File: src/rtl/dma_seq_pkg.sv
package dma_seq_pkg;

    typedef enum logic [1:0] {
        S_IDLE  = 2'd0,
        S_ARMED = 2'd1,
        S_READ  = 2'd2,
        S_WRITE = 2'd3
    } seq_state_e;

    localparam int unsigned MAX_BURST = 16;
    localparam int unsigned BEAT_W    = 7;   // up to 16 units x 4 bytes / 1 byte = 64 beats

    // burst code -> units per burst
    function automatic logic [4:0] burst_units(input logic [1:0] code);
        logic [4:0] u;
        unique case (code)
            2'd0: u = 5'd1;
            2'd1: u = 5'd4;
            2'd2: u = 5'd8;
            default: u = 5'd16;
        endcase
        return u;
    endfunction

    // low address bits that must be zero for a width code
    function automatic logic [1:0] size_mask(input logic [1:0] w);
        logic [1:0] m;
        unique case (w)
            2'd0: m = 2'b00;
            2'd1: m = 2'b01;
            default: m = 2'b11;
        endcase
        return m;
    endfunction

endpackage

File: src/rtl/dma_seq_check.sv
module dma_seq_check
    import dma_seq_pkg::*;
#(
    parameter int AW = 32,
    parameter int CW = 16
) (
    input  logic [AW-1:0] src_addr,
    input  logic [AW-1:0] dst_addr,
    input  logic [CW-1:0] count,
    input  logic [1:0]    src_w,
    input  logic [1:0]    dst_w,
    input  logic [1:0]    burst,
    input  logic          byte_port,
    output logic          cfg_bad,
    output logic          align_bad
);
    localparam int TW = CW + 2;

    logic [TW-1:0] total_bytes;
    logic [6:0]    full_bytes;
    logic [1:0]    dmask;
    logic [1:0]    smask;
    logic          pack_bad;

    always_comb begin
        smask       = size_mask(src_w);
        dmask       = size_mask(dst_w);
        total_bytes = TW'(count) << src_w;
        full_bytes  = 7'(burst_units(burst)) << src_w;
        // a wider destination needs whole destination items per burst and in total
        pack_bad    = ((total_bytes[1:0] & dmask) != 2'b00) ||
                      ((full_bytes[1:0]  & dmask) != 2'b00);
        cfg_bad     = (count == '0) || (src_w == 2'd3) || (dst_w == 2'd3) ||
                      (byte_port && (src_w != 2'd0 || dst_w != 2'd0)) || pack_bad;
        align_bad   = ((src_addr[1:0] & smask) != 2'b00) ||
                      ((dst_addr[1:0] & dmask) != 2'b00);
    end

endmodule

File: src/rtl/dma_seq_addr.sv
module dma_seq_addr #(
    parameter int AW = 32
) (
    input  logic          clk,
    input  logic          rst_n,
    input  logic          load,
    input  logic [AW-1:0] base,
    input  logic          incr,
    input  logic [1:0]    width,
    input  logic          step,
    output logic [AW-1:0] addr
);
    logic [AW-1:0] stride;

    always_comb stride = AW'(1) << width;

    always_ff @(posedge clk or negedge rst_n) begin
        if (!rst_n)             addr <= '0;
        else if (load)          addr <= base;
        else if (step && incr)  addr <= addr + stride;
    end

    // fixed address, or no beat, leaves the pointer alone
    assert_fixed_addr_R6: assert property (@(posedge clk) disable iff (!rst_n)
        (!load && !(step && incr)) |=> $stable(addr));

    // an incrementing beat always moves the pointer forward
    assert_step_moves_R6: assert property (@(posedge clk) disable iff (!rst_n)
        (!load && step && incr) |=> (addr != $past(addr)));

endmodule

File: src/rtl/dma_seq_count.sv
module dma_seq_count
    import dma_seq_pkg::*;
#(
    parameter int CW = 16
) (
    input  logic          clk,
    input  logic          rst_n,
    input  logic          load,
    input  logic [CW-1:0] init,
    input  logic          take,
    input  logic [1:0]    burst,
    output logic [CW-1:0] remaining,
    output logic [4:0]    units
);
    logic [4:0] full;

    always_comb begin
        full = burst_units(burst);
        if (remaining < CW'(full)) units = remaining[4:0];
        else                       units = full;
    end

    always_ff @(posedge clk or negedge rst_n) begin
        if (!rst_n)     remaining <= '0;
        else if (load)  remaining <= init;
        else if (take)  remaining <= remaining - CW'(units);
    end

    // the count only goes down between loads
    assert_count_monotonic_R7: assert property (@(posedge clk) disable iff (!rst_n)
        !load |=> (remaining <= $past(remaining)));

    // a taken burst is never empty and never longer than the maximum
    assert_burst_size_R4: assert property (@(posedge clk) disable iff (!rst_n)
        take |-> (units != 5'd0 && units <= 5'(MAX_BURST)));

endmodule

File: src/rtl/dma_stream_seq.sv
module dma_stream_seq
    import dma_seq_pkg::*;
#(
    parameter int AW = 32,
    parameter int CW = 16
) (
    input  logic          clk,
    input  logic          rst_n,
    input  logic          start,
    input  logic [AW-1:0] cfg_src_addr,
    input  logic [AW-1:0] cfg_dst_addr,
    input  logic [CW-1:0] cfg_count,
    input  logic [1:0]    cfg_src_width,
    input  logic [1:0]    cfg_dst_width,
    input  logic [1:0]    cfg_burst,
    input  logic          cfg_src_incr,
    input  logic          cfg_dst_incr,
    input  logic          cfg_byte_port,
    input  logic          grant,
    output logic          rd_valid,
    output logic [AW-1:0] rd_addr,
    output logic [1:0]    rd_width,
    output logic          wr_valid,
    output logic [AW-1:0] wr_addr,
    output logic [1:0]    wr_width,
    output logic          burst_end,
    output logic          done,
    output logic          busy,
    output logic          err_cfg,
    output logic          err_align
);
    seq_state_e          state, state_nx;
    logic [BEAT_W-1:0]   beats_left;
    logic [BEAT_W-1:0]   wr_beats_q;
    logic [BEAT_W-1:0]   wr_beats_nx;
    logic [1:0]          sw_q, dw_q, bl_q;
    logic                si_q, di_q;
    logic                done_q, bend_q;
    logic                cfg_bad, align_bad;
    logic                accept, take, last_beat;
    logic [CW-1:0]       remaining;
    logic [4:0]          units;

    dma_seq_check #(.AW(AW), .CW(CW)) u_check (
        .src_addr (cfg_src_addr),
        .dst_addr (cfg_dst_addr),
        .count    (cfg_count),
        .src_w    (cfg_src_width),
        .dst_w    (cfg_dst_width),
        .burst    (cfg_burst),
        .byte_port(cfg_byte_port),
        .cfg_bad  (cfg_bad),
        .align_bad(align_bad)
    );

    always_comb begin
        accept      = start && (state == S_IDLE) && !cfg_bad && !align_bad;
        take        = (state == S_ARMED) && grant;
        last_beat   = (beats_left == BEAT_W'(1));
        wr_beats_nx = (BEAT_W'(units) << sw_q) >> dw_q;
    end

    dma_seq_count #(.CW(CW)) u_count (
        .clk      (clk),
        .rst_n    (rst_n),
        .load     (accept),
        .init     (cfg_count),
        .take     (take),
        .burst    (bl_q),
        .remaining(remaining),
        .units    (units)
    );

    dma_seq_addr #(.AW(AW)) u_src (
        .clk  (clk),
        .rst_n(rst_n),
        .load (accept),
        .base (cfg_src_addr),
        .incr (si_q),
        .width(sw_q),
        .step (state == S_READ),
        .addr (rd_addr)
    );

    dma_seq_addr #(.AW(AW)) u_dst (
        .clk  (clk),
        .rst_n(rst_n),
        .load (accept),
        .base (cfg_dst_addr),
        .incr (di_q),
        .width(dw_q),
        .step (state == S_WRITE),
        .addr (wr_addr)
    );

    // next-state logic
    always_comb begin
        state_nx = state;
        unique case (state)
            S_IDLE:  if (accept)    state_nx = S_ARMED;
            S_ARMED: if (grant)     state_nx = S_READ;
            S_READ:  if (last_beat) state_nx = S_WRITE;
            S_WRITE: if (last_beat) state_nx = (remaining == '0) ? S_IDLE : S_ARMED;
        endcase
    end

    // state register
    always_ff @(posedge clk or negedge rst_n) begin
        if (!rst_n) state <= S_IDLE;
        else        state <= state_nx;
    end

    // datapath registers owned by the state machine
    always_ff @(posedge clk or negedge rst_n) begin
        if (!rst_n) begin
            beats_left <= '0;
            wr_beats_q <= '0;
            sw_q       <= '0;
            dw_q       <= '0;
            bl_q       <= '0;
            si_q       <= 1'b0;
            di_q       <= 1'b0;
            done_q     <= 1'b0;
            bend_q     <= 1'b0;
            err_cfg    <= 1'b0;
            err_align  <= 1'b0;
        end else begin
            done_q <= 1'b0;
            bend_q <= 1'b0;
            if (start && state == S_IDLE) begin
                err_cfg   <= cfg_bad;
                err_align <= align_bad;
            end
            if (accept) begin
                sw_q <= cfg_src_width;
                dw_q <= cfg_dst_width;
                bl_q <= cfg_burst;
                si_q <= cfg_src_incr;
                di_q <= cfg_dst_incr;
            end
            unique case (state)
                S_IDLE: ;
                S_ARMED: if (grant) begin
                    beats_left <= BEAT_W'(units);
                    wr_beats_q <= wr_beats_nx;
                end
                S_READ: begin
                    if (last_beat) beats_left <= wr_beats_q;
                    else           beats_left <= beats_left - BEAT_W'(1);
                end
                S_WRITE: begin
                    if (last_beat) begin
                        bend_q <= 1'b1;
                        done_q <= (remaining == '0);
                    end
                    beats_left <= beats_left - BEAT_W'(1);
                end
            endcase
        end
    end

    // output decode
    always_comb begin
        rd_valid  = (state == S_READ);
        wr_valid  = (state == S_WRITE);
        busy      = (state != S_IDLE);
        rd_width  = sw_q;
        wr_width  = dw_q;
        done      = done_q;
        burst_end = bend_q;
    end

    assert_rw_exclusive_R5: assert property (@(posedge clk) disable iff (!rst_n)
        !(rd_valid && wr_valid));

    assert_grant_opens_read_R5: assert property (@(posedge clk) disable iff (!rst_n)
        (busy && !rd_valid && !wr_valid && grant) |=> rd_valid);

    assert_grant_ignored_idle_R8: assert property (@(posedge clk) disable iff (!rst_n)
        (!busy && !start) |=> !busy);

    assert_done_clears_busy_R9: assert property (@(posedge clk) disable iff (!rst_n)
        done |-> (!busy && burst_end));

    assert_done_single_R9: assert property (@(posedge clk) disable iff (!rst_n)
        done |=> !done);

    assert_burst_end_after_write_R8: assert property (@(posedge clk) disable iff (!rst_n)
        $rose(burst_end) |-> $past(wr_valid));

    // R3 as well: a refused start never enables the stream
    assert_refused_start_R2: assert property (@(posedge clk) disable iff (!rst_n)
        (start && !busy && (cfg_bad || align_bad)) |=> (!busy && (err_cfg || err_align)));

endmodule

File: config.mk
export PLATFORM = sky130hd
export DESIGN_NAME = dma_stream_seq
export DESIGN_NICKNAME = d
export VERILOG_FILES = /design/src/rtl/dma_seq_pkg.sv /design/src/rtl/dma_seq_check.sv /design/src/rtl/dma_seq_addr.sv /design/src/rtl/dma_seq_count.sv /design/src/rtl/dma_stream_seq.sv
export SDC_FILE = /design/constraint.sdc
export NUM_CORES = 1
export LEC_CHECK = 0
export CORE_ASPECT_RATIO = 1.2
export CORE_MARGIN = 10
export CORE_UTILIZATION = 50
export DETAILED_ROUTE_END_ITERATION = 6
export GPL_TIMING_DRIVEN = 0
export PLACE_DENSITY = 0.9
export SYNTH_ARGS = -nofsm -noshare
export SYNTH_HDL_FRONTEND = slang
export SYNTH_SLANG_ARGS = --single-unit
File: constraint.sdc
create_clock -name clk -period 4.9 [get_ports clk]
set_clock_uncertainty 0.2 [all_clocks]
set_input_delay 0.49 -clock clk [delete_from_list [all_inputs] [get_ports clk]]
set_output_delay 0.49 -clock clk [all_outputs]
set_load 0.1 [all_outputs]
==> results.txt <==
- No sink is reached through more buffers than the 2 on the longest clock path.
- Setup violations remaining at the end of the flow were counted as 0.
- Total Die Area: about 19,000 um2
- Setup repair after global routing left no endpoint under its margin.
- When the netlist entered floorplanning its net count stood at ~900.
- Number of antenna violations at the first check in global routing: 0
- The number of max-slew violations in the final report was 0.
- Count of nets left with antenna violations after detail routing: 0
- The total overflow left after global routing is 0.
- Result of the run: finished, final reports clean
- Number of antenna repair diodes: 0
- The initial utilization of the core area, before any placement, comes to 0.513.
* Number of top-level pins: roughly 170
- The tree built by TritonCTS fans out to 108 sinks.
* Most common cell after layout, fill and taps aside: sky130_fd_sc_hd__clkdlybuf4s50_1
* Relative area change from synthesis to final layout: 32.5%
- Data arrives at the worst endpoint at between 4000 and 5000 ps.
- Synth Register Bits: between 100 and 150
- STA classifies the critical path startpoint as a flip-flop.
- In this run the tightest slew margin relative to its limit is 0.228.
* Post-CTS clock slew at the launch and capture registers of the worst setup and hold paths: approximately 80 ps
- Via count of the routed design: ~6,600
* Non-filler cells, final: ~1,100
- DRC: 0
- Sequential-to-total area share from yosys stat: 0.398
* TritonCTS Buffers: 9
* Final hold viol count: 0
- Placed instance area: a little under 9000 um2
* Level count of the clock H-tree: 3
- Synthesis handed over a netlist of between 700 and 800 instances.
- Num rows: 46
- Number of iterations in the first detailed-routing pass: 5
- CTS hold repair buffers: 0
* Largest net degree at the start of global routing: slightly above 60
- Worst Path Required: about 5000 ps
- By startpoint and endpoint, the worst setup path is classified as reg2reg.
- Synthesis instantiated slightly below 60 different standard cells from the library.
* Cell area after layout: between 8000 and 9000 um2
- Once the clock tree was built, the setup fixing pass inserted 0 buffers.
- Main flop type after synthesis: sky130_fd_sc_hd__dfrtp_1
- Routability-driven placement finished with a final weighted congestion of 0.905.
* All-layer global routing usage: 0.221
- In this run the worst hold path is classified as in2async.
- Dividing the synthesized area by the synthesized cell count gives approximately 8.6 um2.
* Warning count from the yosys run: 0
- The synthesized design contains 0 enable-type register cells.
* Max-capacitance violation count: 0
- Clock latency of the later-clocked register in the worst-skew pair: between 300 and 400 ps
* Global-route wire length before repair: roughly 34,000 um
* Std-Cell Core Area: 13,200 um2
- The number of global-route vias before repair was 6,719.
- Of the available clock period, the critical path in the final layout requires 0.899.
- Shortest period the worst path allows: 4410 ps
* Avg WL per Cell: between 15 and 20 um
- Port bufs: 167
* Number of placed cells counting well taps: between 1,000 and 1,500
- Worst slew pin tran: 1150 ps
* Height of the die: around 150 um
- After the first detailed-routing iteration, the DRC count stood at between 400 and 500.
- The final layout contains routed wiring with a total length of about 21,000 um.
* Mean number of vias per cell: 5.79
* HPWL Detailed: 16,600 um
- Final-stage net count: 1,091
- Setup crit end kind: flip-flop
- For the worst flop-to-flop path, the logic depth is 14.
- CTS placed an instance of sky130_fd_sc_hd__clkbuf_16 at the clock tree root.
- In the layout the commonest cells are sky130_fd_sc_hd__clkdlybuf4s50_1, sky130_fd_sc_hd__nand2_1, sky130_fd_sc_hd__dfrtp_1.
* Highest achievable clock rate: 227 MHz
- Proportion of layout cells with a drive suffix above 1: 0.0429
* Critical Path Fanout Max: 8
- Async SR Flop Fraction: 1.00
- After clock tree synthesis, the repair step resized 0 gates.
- The mapped netlist covers 6790 um2.
- TritonCTS built the clock tree.
- Horizontal die dimension: 126 um
-- cell type report --
type,instances,area (um2)
sequential,108,2700
clock inverter,5,41.3
clock buffer,11,243
fill,1042,4250
timing repair buffer,169,1710
multi-input combinational,624,3850
inverter,30,113
tap,168,210
buffer,31,120
-- routing by layer --
metal / GRT usage / up-vias / routed length [um]
met3: 0.0694 / 69 / 1780
met1: 0.241 / 3148 / 7980
met2: 0.379 / 279 / 10500
met5: 0 / - / 0
li1: - / 3134 / -
met4: 0.109 / 0 / 994
-- stage by stage --
step	worst slack, ps	hold slack [ps]	util	TNS, ps
after global placement	-1030	278	0.655	-110010
after CTS	574	36.8	0.679	0
after global routing	214	74.2	0.679	0
final	494	16.0	0.679	0
after floorplan	1100	-5.59	-	0
after detailed placement	590	278	0.657	0
-- logic make-up (layout without fill, tap and decap cells) --
family	after synthesis	in the layout	share of synthesized area
compound gates	181	181	0.161
fa+ha+maj	25	25	0.0483
xor+xnor	71	71	0.0916
buf+inv	61	246	0.0343
flops	108	108	0.398
simple gates	324	324	0.227
mux	23	23	0.0396
-- synth_stat cells (all sizes together), types with 17 or more instances --
cell    number  share of area
o21ai       94          0.069
xnor2       40          0.052
ha          23          0.042
nand2      134          0.074
and3        20          0.018
inv         29          0.016
a21oi       28          0.021
xor2        31          0.040
dfrtp      108           0.40
nor3        17          0.013
clkbuf      29          0.016
nor2        51          0.028
nand3       38          0.028
-- path summary, 6_finish.rpt --
check,startpoint,end,slack (ps)
max reg2reg,bl_q[1],u_count.remaining[15],490
min,rst_n,u_src.addr[8],20
max in group asynchronous,rst_n,u_count.remaining[1],3770
min in group clk,wr_beats_q[6],wr_beats_q[6],310
max,bl_q[1],u_count.remaining[15],490
min reg2reg,wr_beats_q[6],wr_beats_q[6],310
-- sequential cells by signal (all words and copies together), names as in the netlist, 2 cells and up --
signal             cells
wr_width               2
beats_left             7
u_count.remaining     16
wr_beats_q             7
rd_width               2
u_dst.addr            32
u_src.addr            32
bl_q                   2
state                  2
-- worst max-delay path: stages (launching register included) --
cell and delay [ps]:
sky130_fd_sc_hd__dfrtp_1 450, sky130_fd_sc_hd__and2b_1 260, sky130_fd_sc_hd__inv_1 80, sky130_fd_sc_hd__ha_1 270, sky130_fd_sc_hd__and4b_1 210, sky130_fd_sc_hd__a221oi_4 480, sky130_fd_sc_hd__nand3_1 160, sky130_fd_sc_hd__o21a_1 210
sky130_fd_sc_hd__ha_1 240, sky130_fd_sc_hd__or3_1 420, sky130_fd_sc_hd__or2_2 300, sky130_fd_sc_hd__a21oi_1 300, sky130_fd_sc_hd__nand2_1 150, sky130_fd_sc_hd__or4_1 410, sky130_fd_sc_hd__a31oi_1 190
Power is left out: the tool's default activity adds up to more than one toggle a clock period on the data nets, which glitch-free logic cannot reach.
